<file path="src/rtl/ncq_pkg.sv">
package ncq_pkg;
  localparam int NCQ_TAGS  = 32;
  localparam int NCQ_TAGW  = $clog2(NCQ_TAGS);
  localparam int NCQ_CTXW  = 8;

  typedef enum logic [7:0] {
    OPC_QRD = 8'h60,
    OPC_QWR = 8'h61
  } ncq_opc_e;

  typedef struct packed {
    logic [7:0] count_fld;
    logic [7:0] dev_fld;
    logic [7:0] opcode;
  } ncq_cmd_t;
endpackage

</file>
<file path="src/rtl/ncq_tag_alloc.sv">
module ncq_tag_alloc #(
  parameter int NTAG = ncq_pkg::NCQ_TAGS,
  localparam int TAGW = $clog2(NTAG)
) (
  input  logic [NTAG-1:0] busy_map,
  input  logic [TAGW:0]   depth,
  output logic [TAGW-1:0] tag,
  output logic            full
);
  logic [NTAG-1:0] free_map;

  always_comb begin
    for (int i = 0; i < NTAG; i++)
      free_map[i] = !busy_map[i] && ((TAGW+1)'(i) < depth);
  end

  always_comb begin
    tag = '0;
    for (int i = NTAG-1; i >= 0; i--)
      if (free_map[i]) tag = i[TAGW-1:0];
  end

  assign full = (free_map == '0);
endmodule

</file>
<file path="src/rtl/ncq_ctx_table.sv">
module ncq_ctx_table #(
  parameter int NTAG = ncq_pkg::NCQ_TAGS,
  parameter int CTXW = ncq_pkg::NCQ_CTXW,
  localparam int TAGW = $clog2(NTAG)
) (
  input  logic            clk,
  input  logic            rst_n,
  input  logic            wr_en,
  input  logic [TAGW-1:0] wr_tag,
  input  logic [CTXW-1:0] wr_ctx,
  input  logic            rd_en,
  input  logic [TAGW-1:0] rd_tag,
  output logic            rd_valid,
  output logic [CTXW-1:0] rd_ctx
);
  logic [CTXW-1:0] ent_q [NTAG];

  for (genvar g = 0; g < NTAG; g++) begin : g_ent
    logic ld;
    assign ld = wr_en && (wr_tag == g[TAGW-1:0]);
    always_ff @(posedge clk or negedge rst_n) begin
      if (!rst_n)  ent_q[g] <= '0;
      else if (ld) ent_q[g] <= wr_ctx;
    end
  end

  logic [CTXW-1:0] ctx_d;
  assign ctx_d = ent_q[rd_tag];

  always_ff @(posedge clk or negedge rst_n) begin
    if (!rst_n) begin
      rd_valid <= 1'b0;
      rd_ctx   <= '0;
    end else begin
      rd_valid <= rd_en;
      if (rd_en) rd_ctx <= ctx_d;
    end
  end


  setup_gives_ctx_chk: assert property (@(posedge clk) disable iff (!rst_n)
    rd_en |=> rd_valid);
endmodule

</file>
<file path="src/rtl/ncq_cpl_merge.sv">
module ncq_cpl_merge #(
  parameter int NTAG = ncq_pkg::NCQ_TAGS
) (
  input  logic            clk,
  input  logic            rst_n,
  input  logic            cpl_valid,
  input  logic [NTAG-1:0] cpl_bits,
  input  logic [NTAG-1:0] outst,
  input  logic            host_rd,
  output logic [NTAG-1:0] good_bits,
  output logic [NTAG-1:0] pending,
  output logic            err
);
  logic [NTAG-1:0] bad_bits, pend_d;
  logic            err_d;

  always_comb begin
    good_bits = cpl_valid ? (cpl_bits & outst)  : '0;
    bad_bits  = cpl_valid ? (cpl_bits & ~outst) : '0;
    pend_d    = (host_rd ? '0 : pending) | good_bits;
    err_d     = err | (|bad_bits);
  end

  always_ff @(posedge clk or negedge rst_n) begin
    if (!rst_n) begin
      pending <= '0;
      err     <= 1'b0;
    end else begin
      pending <= pend_d;
      err     <= err_d;
    end
  end


  race_keep_chk: assert property (@(posedge clk) disable iff (!rst_n)
    (cpl_valid && host_rd) |=> ((pending & $past(cpl_bits & outst)) == $past(cpl_bits & outst)));

  err_sticky_chk: assert property (@(posedge clk) disable iff (!rst_n)
    err |=> err);
endmodule

</file>
<file path="src/rtl/ncq_issue_ctrl.sv">
module ncq_issue_ctrl
  import ncq_pkg::*;
#(
  parameter int NTAG = NCQ_TAGS,
  parameter int CTXW = NCQ_CTXW,
  localparam int TAGW = $clog2(NTAG)
) (
  input  logic            clk,
  input  logic            rst_n,
  input  logic [TAGW:0]   cfg_depth,
  input  logic            dev_busy,
  input  logic            req_valid,
  input  logic            req_write,
  input  logic            req_fua,
  input  logic [CTXW-1:0] req_ctx,
  output logic            req_ready,
  output logic            full,
  output logic            iss_valid,
  output logic [TAGW-1:0] iss_tag,
  output logic [7:0]      iss_count_fld,
  output logic [7:0]      iss_dev_fld,
  output logic [7:0]      iss_opcode,
  input  logic            dma_setup,
  input  logic [TAGW-1:0] dma_tag,
  input  logic            dma_done,
  output logic            ctx_valid,
  output logic [CTXW-1:0] ctx_idx,
  input  logic            cpl_valid,
  input  logic [NTAG-1:0] cpl_bits,
  input  logic            host_rd,
  output logic [NTAG-1:0] rd_data,
  output logic            proto_err
);
  logic [NTAG-1:0] outst_q, outst_d, good_bits;
  logic [TAGW-1:0] alloc_tag, tag_q;
  logic            dma_q, dma_d, fire, vld_q;
  ncq_cmd_t        cmd_d, cmd_q;

  ncq_tag_alloc #(.NTAG(NTAG)) u_alloc (
    .busy_map(outst_q), .depth(cfg_depth), .tag(alloc_tag), .full(full));

  ncq_ctx_table #(.NTAG(NTAG), .CTXW(CTXW)) u_ctx (
    .clk(clk), .rst_n(rst_n), .wr_en(fire), .wr_tag(alloc_tag), .wr_ctx(req_ctx),
    .rd_en(dma_setup), .rd_tag(dma_tag), .rd_valid(ctx_valid), .rd_ctx(ctx_idx));

  ncq_cpl_merge #(.NTAG(NTAG)) u_cpl (
    .clk(clk), .rst_n(rst_n), .cpl_valid(cpl_valid), .cpl_bits(cpl_bits),
    .outst(outst_q), .host_rd(host_rd), .good_bits(good_bits),
    .pending(rd_data), .err(proto_err));

  always_comb begin
    req_ready = !dev_busy && !full && !dma_q;
    fire      = req_valid && req_ready;
    dma_d     = dma_setup ? 1'b1 : (dma_done ? 1'b0 : dma_q);
    outst_d   = outst_q & ~good_bits;
    if (fire) outst_d[alloc_tag] = 1'b1;
    cmd_d.count_fld = {alloc_tag, {(8-TAGW){1'b0}}};
    cmd_d.dev_fld   = {req_fua, 1'b1, 6'b0};
    cmd_d.opcode    = req_write ? OPC_QWR : OPC_QRD;
  end

  always_ff @(posedge clk or negedge rst_n) begin
    if (!rst_n) begin
      outst_q <= '0;
      dma_q   <= 1'b0;
      vld_q   <= 1'b0;
      tag_q   <= '0;
      cmd_q   <= '0;
    end else begin
      outst_q <= outst_d;
      dma_q   <= dma_d;
      vld_q   <= fire;
      if (fire) begin
        tag_q <= alloc_tag;
        cmd_q <= cmd_d;
      end
    end
  end

  assign iss_valid     = vld_q;
  assign iss_tag       = tag_q;
  assign iss_count_fld = cmd_q.count_fld;
  assign iss_dev_fld   = cmd_q.dev_fld;
  assign iss_opcode    = cmd_q.opcode;


  unique_tag_chk: assert property (@(posedge clk) disable iff (!rst_n)
    fire |-> !outst_q[alloc_tag]);

  full_block_chk: assert property (@(posedge clk) disable iff (!rst_n)
    full |-> !req_ready);

  busy_block_chk: assert property (@(posedge clk) disable iff (!rst_n)
    dev_busy |-> !fire);

  dma_window_chk: assert property (@(posedge clk) disable iff (!rst_n)
    dma_q |-> !fire);

  issue_marks_chk: assert property (@(posedge clk) disable iff (!rst_n)
    iss_valid |-> outst_q[iss_tag] || $past(cpl_valid));
endmodule

</file>
<file path="config.mk">
export PLATFORM = sky130hd
export DESIGN_NAME = ncq_issue_ctrl
export DESIGN_NICKNAME = d
export VERILOG_FILES = /design/src/rtl/ncq_pkg.sv /design/src/rtl/ncq_tag_alloc.sv /design/src/rtl/ncq_ctx_table.sv /design/src/rtl/ncq_cpl_merge.sv /design/src/rtl/ncq_issue_ctrl.sv
export SDC_FILE = /design/constraint.sdc
export NUM_CORES = 1
export LEC_CHECK = 0
export CORE_AREA = 10 10 150 222
export CTS_CLUSTER_SIZE = 24
export DETAILED_ROUTE_END_ITERATION = 7
export DIE_AREA = 0 0 160 232
export PLACE_DENSITY = 0.83
export SETUP_SLACK_MARGIN = 0.05
export SKIP_CTS_REPAIR_TIMING = 1
export SLEW_MARGIN = 15
export SYNTH_ARGS = -nofsm -noshare
export SYNTH_HDL_FRONTEND = slang
export SYNTH_HIERARCHICAL = 1
export SYNTH_SLANG_ARGS = --single-unit
</file>
<file path="constraint.sdc">
create_clock -name clk -period 4 [get_ports clk]
set_input_delay 0.8 -clock clk [delete_from_list [all_inputs] [get_ports clk]]
set_output_delay 0.8 -clock clk [all_outputs]
set_load 0.1 [all_outputs]
</file>
Yosys cells after proc, flatten, opt, wreduce, memory -nomap -nowiden
Index checks and enable logic that the tools add are counted.
{"block": "totals", "ff_bits": 347, "elab_cells": 268}
{"block": "op_classes", "order_cmp": 35, "eq_ne": 31, "mux": 44, "bitwise": 9, "n_reduce_logical": 107}
{"op": "$mux W5", "count": 32}
{"op": "$mux W32", "count": 4}
{"op": "$and A32 B32 Y32", "count": 3}
{"op": "$lt A5 B6 Y1 const A", "count": 16}
{"op": "$eq A5 B5 Y1 const B", "count": 16}
{"op": "$logic_and A1 B1 Y1", "count": 68}
{"op": "$not A32 Y32", "count": 2}
{"op": "$or A32 B32 Y32", "count": 2}
{"op": "$lt A4 B6 Y1 const A", "count": 8}
{"op": "$bmux W8 S5", "count": 1}
{"op": "$eq A5 B4 Y1 const B", "count": 8}
{"op": "$logic_not A1 Y1", "count": 35}
{"op": "$logic_not A32 Y1", "count": 1}
{"op": "$reduce_or A32 Y1", "count": 1}
{"op": "$lt A3 B6 Y1 const A", "count": 4}
{"op": "$eq A5 B3 Y1 const B", "count": 4}
{"op": "$mux W8", "count": 2}
{"op": "$lt A1 B6 Y1 const A", "count": 2}
{"op": "$lt A2 B6 Y1 const A", "count": 2}
{"op": "$eq A5 B2 Y1 const B", "count": 2}
{"op": "$ge A6 B6 Y1 const B", "count": 1}
{"op": "$lt A5 B6 Y1 const B", "count": 1}
{"op": "$not A5 Y6", "count": 1}
{"op": "$demux W1 S5", "count": 1}
{"op": "other kinds (6)", "count": 9}

Depth between registers and ports, before layout
Gate-level depths: netlist of run 1.
{"block": "logic_depth", "ltp_word": 40, "depth_mapped": 15, "depth_no_buf": 11}

Modules after synthesis
Netlist of run 1, hierarchy kept.
{"mod": "ncq_ctx_table", "n_inst": 1, "cells_each": 884, "area_per_inst_um2": 12290.5, "seq_area_each_um2": 6631.4}
{"mod": "ncq_issue_ctrl", "n_inst": 1, "cells_each": 159, "area_per_inst_um2": 2038.2, "seq_area_each_um2": 1051.0}
{"mod": "ncq_cpl_merge", "n_inst": 1, "cells_each": 158, "area_per_inst_um2": 1562.7, "seq_area_each_um2": 825.8}
{"mod": "ncq_tag_alloc", "n_inst": 1, "cells_each": 167, "area_per_inst_um2": 1188.6, "seq_area_each_um2": 0.0}

Worst setup path after synthesis of run 1
Ideal clock, no wire load.
{"block": "synth_timing", "path_kind": "input-to-output", "start": "in cfg_depth[4]", "end": "out req_ready", "t_arrival_ps": 4457, "required_time_ps": 3200, "setup_slack_ps": -1257, "cell_stages": 8, "path_buffers": 2, "cell_sequence": "buf_6 > buf_6 > nor4b_1 > a221oi_2 > nor3_1 > nand3_1 > nor2_1 > nor3_1"}
{"block": "synth_via", "elab_chain_cells": 6, "elab_cells_between_ends": 68, "cone_classes": "32 x order compare; 36 x reduce/logical"}
{"item": "from (decl)", "line": "ncq_issue_ctrl.sv:10", "text": "input logic [TAGW:0] cfg_depth,"}
{"item": "$lt A1 B6 Y1 (tied with other cells)", "line": "ncq_tag_alloc.sv:14", "text": "free_map[i] = !busy_map[i] && ((TAGW+1)'(i) < depth);"}
{"item": "$logic_and A1 B1 Y1", "line": "ncq_tag_alloc.sv:14"}
{"item": "$logic_not A32 Y1 (*)", "line": "ncq_tag_alloc.sv:23", "text": "assign full = (free_map == '0);"}
{"item": "net full", "line": "ncq_issue_ctrl.sv:17", "text": "output logic full,"}
{"item": "$logic_not A1 Y1 (*)", "line": "ncq_issue_ctrl.sv:52", "text": "req_ready = !dev_busy && !full && !dma_q;"}
{"item": "$logic_and A1 B1 Y1 (*) (2 in series)", "line": "ncq_issue_ctrl.sv:52"}
{"item": "to (decl)", "line": "ncq_issue_ctrl.sv:16", "text": "output logic req_ready,"}
Mark *: on every way through the listed nets, which the timed path passes. The rest lies on a longest branch.

Worst setup path in the final report of run 1
{"block": "layout_timing", "start": "in cfg_depth[4]", "end": "reg u_ctx/ent_q[79] (netlist name)"}
{"block": "layout_via", "elab_chain_cells": 36, "elab_cells_between_ends": 103, "cone_classes": "32 x order compare; 1 x eq/ne; 32 x mux; 38 x reduce/logical"}
{"item": "$lt A5 B6 Y1", "line": "ncq_tag_alloc.sv:14"}
{"item": "$logic_and A1 B1 Y1", "line": "ncq_tag_alloc.sv:14"}
{"item": "$mux W5 (31 in series)", "line": "ncq_tag_alloc.sv:20", "text": "if (free_map[i]) tag = i[TAGW-1:0];"}
{"item": "$mux W5 (*)", "line": "ncq_tag_alloc.sv:20"}
{"item": "net alloc_tag[0]", "line": "ncq_issue_ctrl.sv:35", "text": "logic [TAGW-1:0] alloc_tag, tag_q;"}
{"item": "$eq A5 B5 Y1 (*)", "line": "ncq_ctx_table.sv:20", "text": "assign ld = wr_en && (wr_tag == g[TAGW-1:0]);"}
{"item": "$logic_and A1 B1 Y1 (*)", "line": "ncq_ctx_table.sv:20"}
{"item": "to (signal, indexed assignment)", "line": "ncq_ctx_table.sv:23", "text": "else if (ld) ent_q[g] <= wr_ctx;"}
{"item": "to (decl)", "line": "ncq_ctx_table.sv:16", "text": "logic [CTXW-1:0] ent_q [NTAG];"}
Marked as above.
A chain may end at the register's enable or synchronous reset.

==> out/qor.yml, run 1 <==
yosys:
  synth_async_sr_flop_share_pct: 100
  number_of_enable_flip_flop_cells_after_synthesis: 0
  synth_warnings: 6
  synth.ff_latch_count: 340
  synth_area_per_cell_sq_um: 12.5
  mappedNetlistArea_sq_um: 17100
  synth_flop_cell: "sky130_fd_sc_hd__dfrtp_1"
  cell_type_contributing_the_most_total_cell_area_after_synthesis: "sky130_fd_sc_hd__dfrtp_1"
  netlist_top_cells_area: "sky130_fd_sc_hd__dfrtp_1 50%, sky130_fd_sc_hd__mux2_2 18%, sky130_fd_sc_hd__mux2i_1 7.5%"
  synth.top_cell.area_share_pct: 49.8
  seq_area_frac_synth_pct: 49.8
  syn-instance-count: 1368
  synth.lib_cells_used.distinct: 84
worst_setup_path:
  critPathArrivalTime_ps: 4280
  critPathMaxFanout: 12
  end_kind: "flip-flop"
  path_class: "primary input to flip-flop"
  start_kind: "primary input"
  crit_required_ps: 4410
timing:
  finalMaxSlewViolations: 0
  finalSetupViolCount: 0
  timing.max_slew.rel_slack_pct: 30.4
  maxClockFrequency_mhz: 258
  worst-slew-pin-transition_ps: 1040
  post-route-min-period_ps: 3870
  final.period_utilization_pct: 96.8
  grt_setup_unrepaired: "yes"
  largest_clock_skew_in_the_final_design_ps: 20.0
  hold-worst-slack_ps: 315
  final_critical_path_setup_slack_ps: 126
  setup_total_negative_slack_ps: 0
  final-hold-violation-count: 0
cts:
  clk_pin_slew_worst_paths_ps: 60
  tritoncts.num_buffers: 34
  clock_insertion_delay_worst_skew_ps: 530
  root_buffer: "sky130_fd_sc_hd__clkbuf_16"
  cts.sinks: 340
  cts_htree_levels: 2
  clock_tree.buffer_depth: 3
  tritoncts: "done"
route:
  avgViaCountPerCell: 6.19
  postRouteAntennaNets: 0
  drt-wirelength-per-cell_um: 24.4
  drt_iter0_drc: 864
  drt_pre_antenna_iters: 6
  total_routed_wirelength_um: 48900
  via_count: 12400
  post_route_drc_violation_count: 0
global_routing:
  globalRoute.busiestLayer: "met2"
  grt_util_overall_pct: 25.5
  gr-usage-met3_pct: 4.65
  globalRouteMet1Util_pct: 27.3
  grt_start_max_net_pins: 108
  grt_antenna_before_repair: 0
  grt_remaining_overflow: 0
  grt_first_pass_wirelength_um: 75300
  first_global_vias: 13400
  use_met2_pct: 45.0
power_and_ir_drop:
  total_power_density_per_cell_area_nw_per_um2: 447
  report.power.total_mw: 9.37
  ir_drop_uv: 380
  p_leak_nw: 10.4
floorplan:
  width_of_the_die_um: 160
  fp.dieH_um: 232
  rows: 77
  num_io_pins: 135
  core_area_sq_um: 29300
  start_util_pct: 58.3
  fp.dieArea_sq_um: 37100
placed_design:
  io_buffers: 120
  placement.cell_area_sq_um: 19600
  pre_cts_setup_slack_ps: -468
  finalWeightedCongestion: 0.946
  place.detailed.hpwl_um: 33500
cells_and_area:
  inserted_diodes: 0
  synth_to_layout_area_growth_pct: 22.6
  sequential_cell_area_sq_um: 8510
  nFillCells: 2050
  drive_above_1_share_pct: 36.3
  area_of_the_multi_input_gates_sq_um: 7760
  layout.nets: 1650
  finish.instance_area_sq_um: 20900
outcome:
  run_status: "finished, final reports clean"
min_path:
  min_path_type: "primary input to async pin"
job:
  timing.max_cap.violations: 0
layout make-up:
class,count,share of cell area (%)
inverters,69,1.24
well taps,395,2.36
flip-flops and latches,340,40.6
multi-input cells,858,37.1
repair buffers,286,13.6
clock inverters,13,0.502
clock buffers,44,4.54
path summary, 6_finish.rpt:
check / start / endpoint / slack (ps) / depth (start not counted)
max in group asynchronous: rst_n / outst_q[19] / 2820 / 2
setup reg to reg: outst_q[26] / u_ctx/ent_q[79] / 600 / 12
min in group clk: u_cpl/err / u_cpl/err / 470 / 1
hold reg to reg: u_cpl/err / u_cpl/err / 470 / 1
hold / removal: rst_n / u_ctx/ent_q[101] / 310 / 1
setup / recovery: cfg_depth[4] / u_ctx/ent_q[79] / 130 / 15
per-layer routing:
| layer | vias to the layer above | share of wire (%) |
|---|---|---|
| li1 | 5431 | - |
| met1 | 6299 | 36 |
| met2 | 512 | 52 |
| met3 | 176 | 5.7 |
| met4 | 0 | 6.7 |
| met5 | - | 0 |
cell usage in the layout, fill, tap and decap left out, drive strengths merged, types with 6 or more instances in the layout:
| master | instances |
|---|---|
| conb | 14 |
| and3 | 33 |
| nor2 | 28 |
| a22oi | 65 |
| o22ai | 16 |
| o211ai | 6 |
| a21o | 38 |
| clkinv | 8 |
| nor4 | 18 |
| clkbuf | 45 |
| nor3 | 14 |
| mux2 | 271 |
| clkdlybuf4s50 | 111 |
| nand2 | 35 |
| o32ai | 32 |
| a21oi | 51 |
| buf | 168 |
| mux2i | 128 |
| nand2b | 12 |
| dfrtp | 340 |
| nand3 | 10 |
| nor2b | 11 |
| o21ai | 9 |
| inv | 70 |
registers in the layout (all words and copies together), names as in the netlist, 2 cells and up:
register,flops
u_ctx/ent_q,256
outst_q,32
u_cpl/pending,32
u_ctx/rd_ctx,8
iss_tag,5
iss_dev_fld,2
Yosys cell counts, drive strengths merged, types with 2 or more instances:
cell,instances
o32ai,32
dfrtp,340
o221ai,2
or3,2
a211oi,4
nor2,28
mux2i,128
clkbuf,47
a21oi,51
nor2b,11
nand3b,4
nor3,14
buf,67
nand2b,12
nand2,35
nor4,18
nand4b,4
o21a,2
o211ai,6
or2,2
nand4,5
o31ai,4
o22ai,16
a21o,38
nand3,10
and3,33
o21ai,9
nor4b,3
a22oi,65
inv,69
nor3b,3
a211o,3
a21bo,3
mux2,271
a221oi,4
or3b,3
a31oi,4
through the flow:
step | std cells | utilization [%]
final | 2005 | 71.5
after global routing | 2005 | 71.5
after CTS | 1988 | 70.5
after detailed placement | 1931 | 66.9
after global placement | 1931 | 66.9
after floorplan | 1381 | -
worst max-delay path: stages:
cell and delay [ps]:
sky130_fd_sc_hd__clkdlybuf4s50_1 510, sky130_fd_sc_hd__buf_12 160, sky130_fd_sc_hd__nand2_1 80, sky130_fd_sc_hd__or3_1 330, sky130_fd_sc_hd__a21oi_1 150, sky130_fd_sc_hd__a221oi_1 110
sky130_fd_sc_hd__buf_4 160, sky130_fd_sc_hd__o311ai_2 280, sky130_fd_sc_hd__a31oi_1 150, sky130_fd_sc_hd__buf_4 180, sky130_fd_sc_hd__buf_4 130, sky130_fd_sc_hd__buf_4 120
sky130_fd_sc_hd__nand2b_1 240, sky130_fd_sc_hd__nor2_2 480, sky130_fd_sc_hd__mux2_2 400
kinds of logic (layout without fill, tap and decap cells):
logic type,Yosys count,count (layout),share of synthesized area [%]
and+or+nand+nor,192,192,7.27
AOI/OAI and AO/OA,253,253,11.8
muxes,399,399,25.4
DFF,340,340,49.8
other,1,14,0.0220
buffers and inverters,183,412,5.74
where the power goes:
part	internal (mW)	switching, mW	total (mW)
Sequential	3.72	0.267	3.99
Clock	1.74	1.35	3.09
Combinational	0.823	1.47	2.29
Total	6.29	3.08	9.37
No activity file was read; power rests on OpenSTA's default activity.
==> run 2: changes to the inputs <==
Settings changed: SKIP_LAST_GASP from default to 1.
==> run 2 against run 1 <==
The flow now finishes with violations (negative setup slack). Clock-buffer cell count did not move. Non-clock buffer count stayed put. Die area unchanged. Routed wire length grew 0.20%. Sequential share of layout area is 0.11 points higher. Total power barely moved. Global-route usage stayed put. Flip-flop and latch count unchanged. Largest power group unchanged.
==> out/qor.yml, run 2 (synthesis results as in run 1) <==
outcome:
  run_status: "finished, violations left"
  failing_checks: "negative setup slack"
cells_and_area:
  inserted_diodes: 0  # unchanged
  largest_register_ff_count: 256  # unchanged
  finish.instance_area_sq_um: 20900  # -0.26%
  layout.nets: 1650  # unchanged
  drive_above_1_share_pct: 35.8  # -0.43 points
  layout_common_cells: "340 x sky130_fd_sc_hd__dfrtp_1, 270 x sky130_fd_sc_hd__mux2_2, 136 x sky130_fd_sc_hd__buf_4"
  final_common_cell: "sky130_fd_sc_hd__dfrtp_1"
  synth_to_layout_area_growth_pct: 22.3
  sequential_cell_area_sq_um: 8510  # unchanged
  instances_no_fill: 2005  # unchanged
  area_of_the_multi_input_gates_sq_um: 7720  # -0.55%
  finish.utilization_pct: 71.3  # -0.19 points
  max_flop_register: "u_ctx/ent_q"
  nFillCells: 2057  # +0.34%
  reg.largest.list: "u_ctx/ent_q: 256 flops, outst_q: 32 flops, u_cpl/pending: 32 flops"
cts:
  tritoncts.num_buffers: 34  # unchanged
  cts.sinks: 340  # unchanged
  root_buffer: "sky130_fd_sc_hd__clkbuf_16"
  clock_insertion_delay_worst_skew_ps: 530  # about the same
  cts_htree_levels: 2  # unchanged
  clock_tree.buffer_depth: 3  # unchanged
  tritoncts: "done"
  clk_pin_slew_worst_paths_ps: 60  # about the same
power_and_ir_drop:
  power.share.sequential_pct: 42.6  # about the same
  report.power.total_mw: 9.36  # about the same
  power.switching_fraction_pct: 32.9  # about the same
  ir_drop_uv: 379  # -0.26%
  intPower_mw: 6.28  # about the same
  power.share.combinational_pct: 24.4  # about the same
  total_power_density_per_cell_area_nw_per_um2: 448  # +0.18%
  netSwitchingPower_mw: 3.08  # about the same
  power_frac_clock_pct: 33.0  # about the same
  p_leak_nw: 10.4  # -0.31%
worst_setup_path:
  path_cells: "clkdlybuf4s50_1 -> buf_12 -> buf_4 -> nor3_1 -> a211oi_2 -> buf_4 -> a211oi_4 -> nand4_1 -> buf_4 -> nor2_4 -> buf_6 -> nor3_4 -> buf_12"
  critical_path.max_stage_delay_ps: 450  # -60 ps
  timing.reg2reg.worst_path_depth: 12  # unchanged
  start_kind: "primary input"
  cp.buffers_inverters: 7  # +1
  end_kind: "primary output"
  reg2reg_setup_slack_ps: 560  # -40 ps
  critPathArrivalTime_ps: 3240  # -1040 ps
  path_class: "primary input to primary output"
  slowest_stage: "sky130_fd_sc_hd__clkdlybuf4s50_1"
  path_common_cell: "sky130_fd_sc_hd__buf_4"
  regToRegEndpoint: "u_ctx/ent_q[79]"
  critPathMaxFanout: 21  # +9
  crit_required_ps: 3200  # -1210 ps
  critical_path.top_delay_family: "buffers and inverters"
  crit-reg2reg-launch: "outst_q[26]"
job:
  timing.max_cap.violations: 0  # unchanged
timing:
  hold-worst-slack_ps: 310  # -4.24 ps
  grt_setup_unrepaired: "yes"
  final.period_utilization_pct: 101  # +4.3 points
  post-route-min-period_ps: 4040  # +171 ps
  worst-slew-pin-transition_ps: 1040  # -2.66 ps
  final_critical_path_setup_slack_ps: -44.6  # -171 ps
  final-hold-violation-count: 0  # unchanged
  finalMaxSlewViolations: 0  # unchanged
  finalSetupViolCount: 1  # +1
  maxClockFrequency_mhz: 247  # -4.2%
  setup_total_negative_slack_ps: -44.6  # -44.6 ps
  largest_clock_skew_in_the_final_design_ps: 17.6  # -2.42 ps
  timing.max_slew.rel_slack_pct: 30.6  # +0.18 points
route:
  postRouteAntennaNets: 0  # unchanged
  avgViaCountPerCell: 6.22  # +0.39%
  via_count: 12500  # +0.39%
  post_route_drc_violation_count: 0  # unchanged
  total_routed_wirelength_um: 49000  # +0.20%
  drt_pre_antenna_iters: 7  # +1
  drt-wirelength-per-cell_um: 24.4  # +0.20%
  drt_iter0_drc: 873  # +1.0%
floorplan:
  rows: 77  # unchanged
  num_io_pins: 135  # unchanged
  fp.dieH_um: 232  # unchanged
  start_util_pct: 58.3  # unchanged
  width_of_the_die_um: 160  # unchanged
  fp.dieArea_sq_um: 37100  # unchanged
  core_area_sq_um: 29300  # unchanged
placed_design:
  placedCellCount: 1931  # unchanged
  place.detailed.hpwl_um: 33500  # unchanged
  pre_cts_setup_slack_ps: -468  # unchanged
  io_buffers: 120  # unchanged
  placement.cell_area_sq_um: 19600  # unchanged
  finalWeightedCongestion: 0.946  # unchanged
global_routing:
  grt_util_overall_pct: 25.5  # unchanged
  grt_antenna_before_repair: 0  # unchanged
  grt_remaining_overflow: 0  # unchanged
  grt_start_max_net_pins: 108  # unchanged
  first_global_vias: 13400  # unchanged
  grt_first_pass_wirelength_um: 75300  # unchanged
min_path:
  min_path_type: "primary input to async pin"
[run 2: cell count changes in the layout (fill, tap and decap cells not counted), moves of 2 or more]
cell	change
sky130_fd_sc_hd__o32ai_1	+3
sky130_fd_sc_hd__o32ai_2	-3
sky130_fd_sc_hd__clkdlybuf4s50_1	+2
sky130_fd_sc_hd__dlymetal6s2s_1	-2
[run 2: worst register-to-register path, delay by kind of cell (launching register included)]
family,cells,cell delay (ps)
compound gates,4,730
buf+inv,4,580
flops,1,460
mux,1,410
simple gates,3,1140
[run 2: layout make-up]
cell class	instances	area share, %
sequential	340	40.7
multi-input combinational	858	37.0
timing repair buffer	286	13.6
clock buffer	44	4.55
tap	395	2.37
inverter	69	1.24
clock inverter	13	0.503
[run 2: how the worst max path moves through the flow]
stage	end	slack, ps	startpoint	depth (start not counted)
finish	req_ready	-40	cfg_depth[2]	13
global route	req_ready	-180	cfg_depth[2]	13
CTS	req_ready	-120	cfg_depth[2]	11
detailed placement	u_ctx/ent_q[104]	-470	cfg_depth[2]	16
global placement	u_ctx/ent_q[108]	-440	cfg_depth[2]	15
floorplan	u_ctx/ent_q[100]	90	cfg_depth[2]	14
[run 2: power groups by stage]
stage	clock [mW]	combinational (mW)	sequential (mW)
after floorplan	0	0.996	4.43
after global placement	0	2.14	4.01
after detailed placement	0	2.18	4.04
after CTS	3.14	2.20	3.98
after global routing	3.25	2.38	4.01
final	3.09	2.28	3.99
[run 2: metal layers]
| layer | global-route usage [%] | up-vias | part of all wire [%] |
|---|---|---|---|
| li1 | - | 5423 | - |
| met1 | 27.3 | 6343 | 36 |
| met2 | 45.0 | 519 | 51 |
| met3 | 4.65 | 182 | 6.0 |
| met4 | 17.2 | 0 | 6.8 |
| met5 | 0 | - | 0 |
==> run 3: changes to the inputs <==
Settings changed: SKIP_CTS_REPAIR_TIMING 1 to default, SKIP_LAST_GASP 1 to default.
==> run 3 against run 2 <==
The run now ends clean. Flip-flop and latch count unchanged. Register-to-register slack better by 170 ps. Combinational power down 2%. Final cell count down 0.65%. Non-clock buffer count down 13. Worst hold slack better by 13 ps. Routed wire length down 0.88%.
==> out/qor.yml, run 3 (synthesis results as in run 1) <==
worst_setup_path:
  timing.reg2reg.worst_path_depth: 11  # -1
  start_kind: "primary input"
  critical_path.top_delay_family: "buffers and inverters"
  end_kind: "primary output"
  critical_path_cell_count: 12  # -1
  critical_path.max_stage_delay_ps: 450  # about the same
  path_cells: "clkdlybuf4s50_1 -> buf_12 -> buf_4 -> a211o_1 -> a21o_1 -> a211oi_2 -> nand4_1 -> buf_4 -> nor2_4 -> buf_6 -> nor3_4 -> buf_12"
  slowest_stage: "sky130_fd_sc_hd__clkdlybuf4s50_1"
  cp.buffers_inverters: 6  # -1
  critPathArrivalTime_ps: 3180  # -60 ps
  path_class: "primary input to primary output"
  critPathMaxFanout: 14  # -33%
  crit_required_ps: 3200  # about the same
cts:
  tritoncts: "done"
  clk_pin_slew_worst_paths_ps: 60  # about the same
  root_buffer: "sky130_fd_sc_hd__clkbuf_16"
  tritoncts.num_buffers: 34  # unchanged
  cts_htree_levels: 2  # unchanged
  clock_insertion_delay_worst_skew_ps: 530  # about the same
  cts.sinks: 340  # unchanged
  clock_tree.buffer_depth: 3  # unchanged
cells_and_area:
  synth_to_layout_area_growth_pct: 21.4
  instances_no_fill: 1992  # -0.65%
  largest_register_ff_count: 256  # unchanged
  layout_common_cells: "340 x sky130_fd_sc_hd__dfrtp_1, 270 x sky130_fd_sc_hd__mux2_2, 128 x sky130_fd_sc_hd__mux2i_1"
  drive_above_1_share_pct: 35.4  # -0.40 points
  finish.utilization_pct: 70.8  # -0.48 points
  nFillCells: 2083  # +1.3%
  inserted_diodes: 0  # unchanged
  max_flop_register: "u_ctx/ent_q"
  sequential_cell_area_sq_um: 8510  # unchanged
  final_common_cell: "sky130_fd_sc_hd__dfrtp_1"
  finish.instance_area_sq_um: 20700  # -0.68%
  layout.nets: 1637  # -0.79%
  area_of_the_multi_input_gates_sq_um: 7730  # about the same
  reg.largest.list: "u_ctx/ent_q: 256 flops, outst_q: 32 flops, u_cpl/pending: 32 flops"
route:
  postRouteAntennaNets: 0  # unchanged
  post_route_drc_violation_count: 0  # unchanged
  via_count: 12400  # -0.36%
  drt-wirelength-per-cell_um: 24.4  # -0.23%
  drt_iter0_drc: 776  # -11%
  avgViaCountPerCell: 6.24  # +0.29%
  total_routed_wirelength_um: 48600  # -0.88%
  drt_pre_antenna_iters: 7  # unchanged
timing:
  timing.max_slew.rel_slack_pct: 31.2  # +0.61 points
  final-hold-violation-count: 0  # unchanged
  grt_setup_unrepaired: "yes"
  post-route-min-period_ps: 3980  # -65.7 ps
  finalMaxSlewViolations: 0  # unchanged
  worst-slew-pin-transition_ps: 1030  # -11.2 ps
  largest_clock_skew_in_the_final_design_ps: 16.1  # -1.48 ps
  maxClockFrequency_mhz: 251  # +1.7%
  final.period_utilization_pct: 99.5  # -1.6 points
  finalSetupViolCount: 0  # -1
global_routing:
  grt_start_max_net_pins: 108  # unchanged
  grt_remaining_overflow: 0  # unchanged
  grt_first_pass_wirelength_um: 75400  # +0.11%
  first_global_vias: 13400  # +0.067%
  grt_util_overall_pct: 25.5  # +0.038 points
  grt_antenna_before_repair: 0  # unchanged
placed_design:
  place.detailed.hpwl_um: 33500  # unchanged
  placement.cell_area_sq_um: 19600  # unchanged
  finalWeightedCongestion: 0.946  # unchanged
  placedCellCount: 1931  # unchanged
  io_buffers: 120  # unchanged
outcome:
  run_status: "finished, final reports clean"
floorplan:
  fp.dieArea_sq_um: 37100  # unchanged
  rows: 77  # unchanged
  width_of_the_die_um: 160  # unchanged
  num_io_pins: 135  # unchanged
  core_area_sq_um: 29300  # unchanged
  fp.dieH_um: 232  # unchanged
  start_util_pct: 58.3  # unchanged
job:
  timing.max_cap.violations: 0  # unchanged
min_path:
  min_path_type: "primary input to async pin"
power_and_ir_drop:
  total_power_density_per_cell_area_nw_per_um2: 449  # about the same
  ir_drop_uv: 374  # -1.3%
  p_leak_nw: 10.2  # -1.1%
[run 3: cell types whose count changed in the layout (fill, tap and decap cells not counted), moves of 2 or more]
cell / delta
sky130_fd_sc_hd__buf_4: -10
sky130_fd_sc_hd__buf_12: -2
sky130_fd_sc_hd__nor2_2: -4
sky130_fd_sc_hd__dlymetal6s2s_1: -3
sky130_fd_sc_hd__nor2_4: +4
sky130_fd_sc_hd__clkdlybuf4s50_1: +3
[run 3: area by class of cell]
type / count / share of cell area, %
clock buffer: 44 / 4.58
multi-input combinational: 858 / 37.3
tap: 395 / 2.38
timing repair buffer: 273 / 13.0
inverter: 69 / 1.25
sequential: 340 / 41.0
clock inverter: 13 / 0.507
[run 3: worst reg2reg max path, delay by kind of cell (launching register included)]
family / cells / cell delay [ps]
buf+inv: 2 / 350
mux: 1 / 360
flops: 1 / 480
simple gates: 4 / 1000
compound gates: 4 / 990
[run 3: final timing paths]
| path | from | slack (ps) | end |
|---|---|---|---|
| max in group asynchronous | rst_n | 2810 | outst_q[19] |
| setup reg to reg | outst_q[28] | 730 | u_ctx/ent_q[254] |
| min in group clk | u_cpl/err | 480 | u_cpl/err |
| setup / recovery | cfg_depth[1] | 20 | req_ready |
| hold / removal | rst_n | 320 | u_ctx/ent_q[101] |
| hold reg to reg | u_cpl/err | 480 | u_cpl/err |
[run 3: power by group]
part	internal, mW	leakage, nW	total, mW	switching (mW)
logic	0.780	5.09	2.23	1.45
clock network	1.74	0.517	3.09	1.34
registers	3.72	4.65	3.99	0.268
[run 3: routing by layer]
layer  wire length [um]  global-route usage [%]
met1              17600                    27.3
met2              24800                    45.1
met3               2820                    4.76
met4               3370                    17.2
met5                  0                       0
[run 3: stage by stage]
step / hold WS [ps] / total power [mW] / TNS (ps) / setup slack, ps
CTS: 361 / 9.32 / 0 / 2.33
detailed placement: 459 / 6.22 / -82350 / -468
finish: 323 / 9.30 / 0 / 21.1
global placement: 443 / 6.16 / -88570 / -437
floorplan: 464 / 5.42 / 0 / 91.5
global route: 382 / 9.59 / -58.7 / -58.7
[run 3: repair_timing]
item	4_1_cts	5_1_grt
hold buffers	0	0
gates resized for setup	2	13
setup endpoints to repair	2	139
gates cloned	0	0
setup buffers	3	1
pin swaps	2	7
